$ cat config.mk
export PLATFORM = sky130hd
export DESIGN_NAME = sdram_cmd_decoder
export DESIGN_NICKNAME = d
export VERILOG_FILES = /design/src/rtl/sdram_cmd_decoder.sv
export SDC_FILE = /design/constraint.sdc
export NUM_CORES = 1
export LEC_CHECK = 0
export CORE_MARGIN = 1
export CORE_UTILIZATION = 30
export CTS_CLUSTER_SIZE = 28
export DETAILED_ROUTE_END_ITERATION = 10
export SYNTH_ARGS = -nofsm -noshare
export SYNTH_HDL_FRONTEND = slang
export SYNTH_SLANG_ARGS = --single-unit
$ cat constraint.sdc
create_clock -name clk -period 3.7 [get_ports clk]
set_input_delay 0.74 -clock clk [delete_from_list [all_inputs] [get_ports clk]]
set_output_delay 0.74 -clock clk [all_outputs]
set_load 0.01 [all_outputs]
$ cat src/rtl/sdram_cmd_decoder.sv
module sdram_cmd_decoder #(
  parameter int DQ_WIDTH = 16,
  parameter int ROW_W    = 11
) (
  input  logic                 clk,
  input  logic                 rst_n,
  input  logic                 cke,
  input  logic                 cs_n,
  input  logic                 ras_n,
  input  logic                 cas_n,
  input  logic                 we_n,
  input  logic [ROW_W:0]       addr,
  output logic [2:0]           cmd_o,
  output logic                 err_o,
  output logic [ROW_W-1:0]     row_o,
  output logic [((DQ_WIDTH==4)?10:(DQ_WIDTH==8)?9:8)-1:0] col_o,
  output logic                 bank_o,
  output logic                 ap_all_o,
  output logic [1:0]           bank_open_o,
  output logic [ROW_W-1:0]     open_row_a_o,
  output logic [ROW_W-1:0]     open_row_b_o
);
  localparam int COL_W  = (DQ_WIDTH == 4) ? 10 : (DQ_WIDTH == 8) ? 9 : 8;
  localparam int FLAG_B = ROW_W - 1;
  localparam int CNT_W  = 4;

  localparam logic [2:0] C_NOP = 3'd0, C_ACT = 3'd1, C_RD  = 3'd2, C_WR = 3'd3,
                         C_PRE = 3'd4, C_REF = 3'd5, C_MRS = 3'd6;

  logic [2:0]       dec;
  logic [2:0]       cmd;
  logic             bsel, flag, err_d;
  logic [CNT_W-1:0] blen, cnt;
  logic             ap_pend, ap_bank;

  always_comb begin
    case ({ras_n, cas_n, we_n})
      3'b011:  dec = C_ACT;
      3'b101:  dec = C_RD;
      3'b100:  dec = C_WR;
      3'b010:  dec = C_PRE;
      3'b001:  dec = C_REF;
      3'b000:  dec = C_MRS;
      default: dec = C_NOP;
    endcase
  end

  assign cmd   = (cke && !cs_n) ? dec : C_NOP;
  assign bsel  = addr[ROW_W];
  assign flag  = addr[FLAG_B];
  assign err_d = ((cmd == C_ACT) && bank_open_o[bsel])
              || (((cmd == C_RD) || (cmd == C_WR)) && !bank_open_o[bsel])
              || ((cmd == C_REF) && (bank_open_o != 2'b00));

  always_ff @(posedge clk or negedge rst_n) begin
    if (!rst_n) begin
      cmd_o        <= C_NOP;
      err_o        <= 1'b0;
      row_o        <= '0;
      col_o        <= '0;
      bank_o       <= 1'b0;
      ap_all_o     <= 1'b0;
      bank_open_o  <= 2'b00;
      open_row_a_o <= '0;
      open_row_b_o <= '0;
      blen         <= CNT_W'(1);
      cnt          <= '0;
      ap_pend      <= 1'b0;
      ap_bank      <= 1'b0;
    end else if (cke) begin
      cmd_o <= cmd;
      err_o <= err_d;
      if (cmd != C_NOP) begin
        row_o    <= addr[ROW_W-1:0];
        col_o    <= addr[COL_W-1:0];
        bank_o   <= bsel;
        ap_all_o <= flag;
      end
      if (cnt != '0) begin
        cnt <= cnt - CNT_W'(1);
        if (cnt == CNT_W'(1) && ap_pend) begin
          bank_open_o[ap_bank] <= 1'b0;
          ap_pend              <= 1'b0;
        end
      end
      if (!err_d) begin
        case (cmd)
          C_ACT: begin
            bank_open_o[bsel] <= 1'b1;
            if (bsel) open_row_b_o <= addr[ROW_W-1:0];
            else      open_row_a_o <= addr[ROW_W-1:0];
          end
          C_RD, C_WR: begin
            cnt     <= blen;
            ap_pend <= flag;
            ap_bank <= bsel;
          end
          C_PRE: begin
            if (flag) bank_open_o       <= 2'b00;
            else      bank_open_o[bsel] <= 1'b0;
          end
          C_MRS: blen <= CNT_W'(1) << addr[1:0];
          default: ;
        endcase
      end
    end else begin
      cmd_o <= C_NOP;
      err_o <= 1'b0;
    end
  end
endmodule

==> impl_metrics.py <==
metrics = {
    "outcome": {
        "status": "complete, no violations",
    },
    "worst_setup_path": {
        "endpoint_kind": "flip-flop",
        "critPathArrivalTime_ns": 2.82,
        "cp-start-kind": "primary input",
        "cp.required_ns": 3.88,
        "critPathMaxFanout": 12,
        "critical_path_class": "primary input to flip-flop",
        "crit_chain": "clkdlybuf4s50_1, nand4bb_1, or4_1, mux2_1",
        "slowest_stage": "or4_1",
        "crit_path_max_incr_delay_ns": 0.82,
    },
    "timing": {
        "setup_viol": 0,
        "setup_tns_ns": 0,
        "rsz0062_at_grt": "no",
        "skew_ns": 0.002542,
        "worstMarginPinSlew_ns": 0.6850,
        "fin_crit_ns": 2.637,
        "finalCritPeriodShare": 0.7126,
        "drv_slew": 0,
        "relSlewSlack": 0.5434,
        "max_freq_ghz": 0.3793,
        "hold_violations": 0,
    },
    "power": {
        "irDropWorstVdd_v": 0.0001883,
        "p_total_mw": 1.461,
        "p_leak_nw": 1.290,
        "powerDensity_nw_per_um2": 489.0,
    },
    "final_layout": {
        "final_cells": 330,
        "final_util": 0.4301,
        "area_growth_pct": 36.09,
        "layout.nets": 255,
        "antenna_cells": 0,
        "final_layout_size_suffix_gt1_frac": 0.05983,
    },
    "cts": {
        "holdBufCountCts": 0,
        "cts.reportedPaths.clkPinSlew_ns": 0.09,
        "cts_tree": "yes",
        "ctsResizeCount": 0,
        "clock_latency_ns": 0.29,
        "clkSinkCount": 50,
        "clockBufferDepth": 2,
        "h-tree-depth": 2,
        "post_cts_buffers": 0,
        "numCtsBuffers": 5,
        "root_buffer": "clkbuf_8",
    },
    "placed_design": {
        "gp_congestion": 0.7339,
        "dpl.hpwl_um": 3345,
        "dp.cells": 323,
        "port_buffers": 67,
    },
    "route": {
        "num_vias": 1539,
        "wl_per_cell_um": 14.04,
        "routed_wl_um": 4633,
        "drt_iter0_drc": 104,
        "firstDrtPassIters": 4,
        "vias_per_cell": 4.664,
        "drcViolationCount": 0,
        "detail-route-antenna-nets": 0,
    },
    "floorplan": {
        "dieArea_um2": 7662,
        "num_io_pins": 68,
        "core_um2": 6944,
        "dieHeight_um": 87.53,
        "die_w_um": 87.53,
        "start_util": 0.3160,
        "rows": 30,
    },
    "yosys": {
        "synth_top_flop_cell": "dfrtp_1",
        "synth_edf_count": 0,
        "synth_area_um2": 2195,
        "yosys_register_bits": 50,
        "yosys_warnings": 0,
        "synth.distinct_cells": 37,
        "synthCells": 174,
        "synthArstFlopShare": 1.000,
        "synth_seq_area_share": 0.5707,
        "synth_fp_nets": 195,
        "syn_avg_cell_area_um2": 12.61,
    },
    "global_routing": {
        "grt_pass1_vias": 1485,
        "antenna_found_initial": 0,
        "track_usage": 0.1301,
        "grt_max_degree": 30,
        "overflow": 0,
        "grt_pass1_wl_um": 7534,
    },
    "run": {
        "max_cap_viol_count": 0,
    },
    "min_path": {
        "hp-class": "primary input to asynchronous set/reset pin",
    },
}
synthesized netlist by cell type (2+ instances only):
cell type,number,area (um2)
a211oi_1,2,15.01
a21o_1,3,22.52
a21oi_1,2,10.01
a22o_1,2,17.52
buf_2,3,15.01
buf_4,9,67.56
clkbuf_1,4,15.01
dfrtp_1,49,1226
ha_1,2,25.02
inv_1,3,11.26
mux2_1,34,382.9
mux2i_1,2,20.02
nand2_1,15,56.30
nand2b_1,4,25.02
nand4bb_1,3,33.78
nor2_1,3,11.26
nor3_1,4,20.02
o21ai_0,3,15.01
o21ai_1,7,35.03
o31ai_1,2,15.01
or4_1,2,15.01
layout by cell type (no fill, tap or decap), types with 2 or more instances in the layout:
cell type and n:
nor2_1 3, a21o_1 3, clkdlybuf4s50_1 66, clkbuf_8 5
a211oi_1 2, nor3_1 3, o21ai_0 3, mux2_1 34
a22o_1 2, mux2i_1 2, o31ai_1 2, ha_1 2
nand2b_1 4, a21oi_1 2, dfrtp_1 49, or4_1 2
nand2_1 15, buf_4 3, o21ai_1 7, nand4bb_1 3
inv_1 3
worst max-delay path, delay by kind of cell:
family | cells | cell delay [ns]
simple gates | 2 | 1.01
buf+inv | 1 | 0.64
mux | 1 | 0.43
through the flow:
| stage | hold slack [ns] | worst slack [ns] | cell area (um2) |
|---|---|---|---|
| after floorplan | 0.4444 | 1.516 | 2195 |
| after global placement | 0.4636 | 0.8270 | 2907 |
| after detailed placement | 0.4660 | 0.7916 | 2907 |
| after CTS | 0.4789 | 1.111 | 2987 |
| after global routing | 0.4988 | 1.039 | 2987 |
| final | 0.4754 | 1.063 | 2987 |
registers in the layout, summed over array words and instances (netlist names):
name,cells
ap_bank,1
ap_pend,1
bank_o,1
bank_open_o,2
blen,4
cmd_o,3
cnt,4
err_o,1
open_row_a_o,11
open_row_b_o,11
row_o,11
cells by family (layout without fill, tap and decap cells):
group | count (synthesis) | count (layout) | share of synthesized area
AO/OA/AOI/OAI | 27 | 27 | 0.08267
adder cells (fa/ha/maj) | 2 | 2 | 0.01140
buffers and inverters | 20 | 80 | 0.05130
flip-flops | 50 | 50 | 0.5707
multiplexers | 36 | 36 | 0.1836
AND/OR/NAND/NOR | 39 | 39 | 0.1003
area by class of cell:
type,count,area [um2]
well taps,96,120.1
clock inverters,1,7.507
inverters,3,11.26
repair buffers,70,688.2
fillers,661,3958
flip-flops and latches,50,1252
multi-input cells,104,834.6
clock buffers,6,72.57
worst paths after layout:
check / cells past startpoint / startpoint / endpoint / slack, ns
max: 4 / we_n / open_row_a_o[9] / 1.06
min: 1 / rst_n / cnt[1] / 0.48
max reg2reg: 6 / cnt[0] / bank_open_o[0] / 1.76
min reg2reg: 2 / blen[0] / blen[0] / 0.48
max in group asynchronous: 2 / rst_n / ap_bank / 2.47
min in group clk: 2 / blen[0] / blen[0] / 0.48
power breakdown:
part	total [mW]	internal, mW	leakage [nW]	switching, mW
combinational	0.444	0.262	0.616	0.182
clock	0.301	0.130	0.0373	0.171
sequential	0.716	0.647	0.637	0.0686
total	1.46	1.04	1.29	0.422
metal layers:
metal | share of wire | GRT usage | wire length, um
met1 | 0.48 | 0.1698 | 2204
met2 | 0.46 | 0.2081 | 2111
met3 | 0.043 | 0.03110 | 200
met4 | 0.025 | 0.05365 | 116
met5 | 0 | 0 | 0
Note: power is estimated with default switching activity, not from simulation.
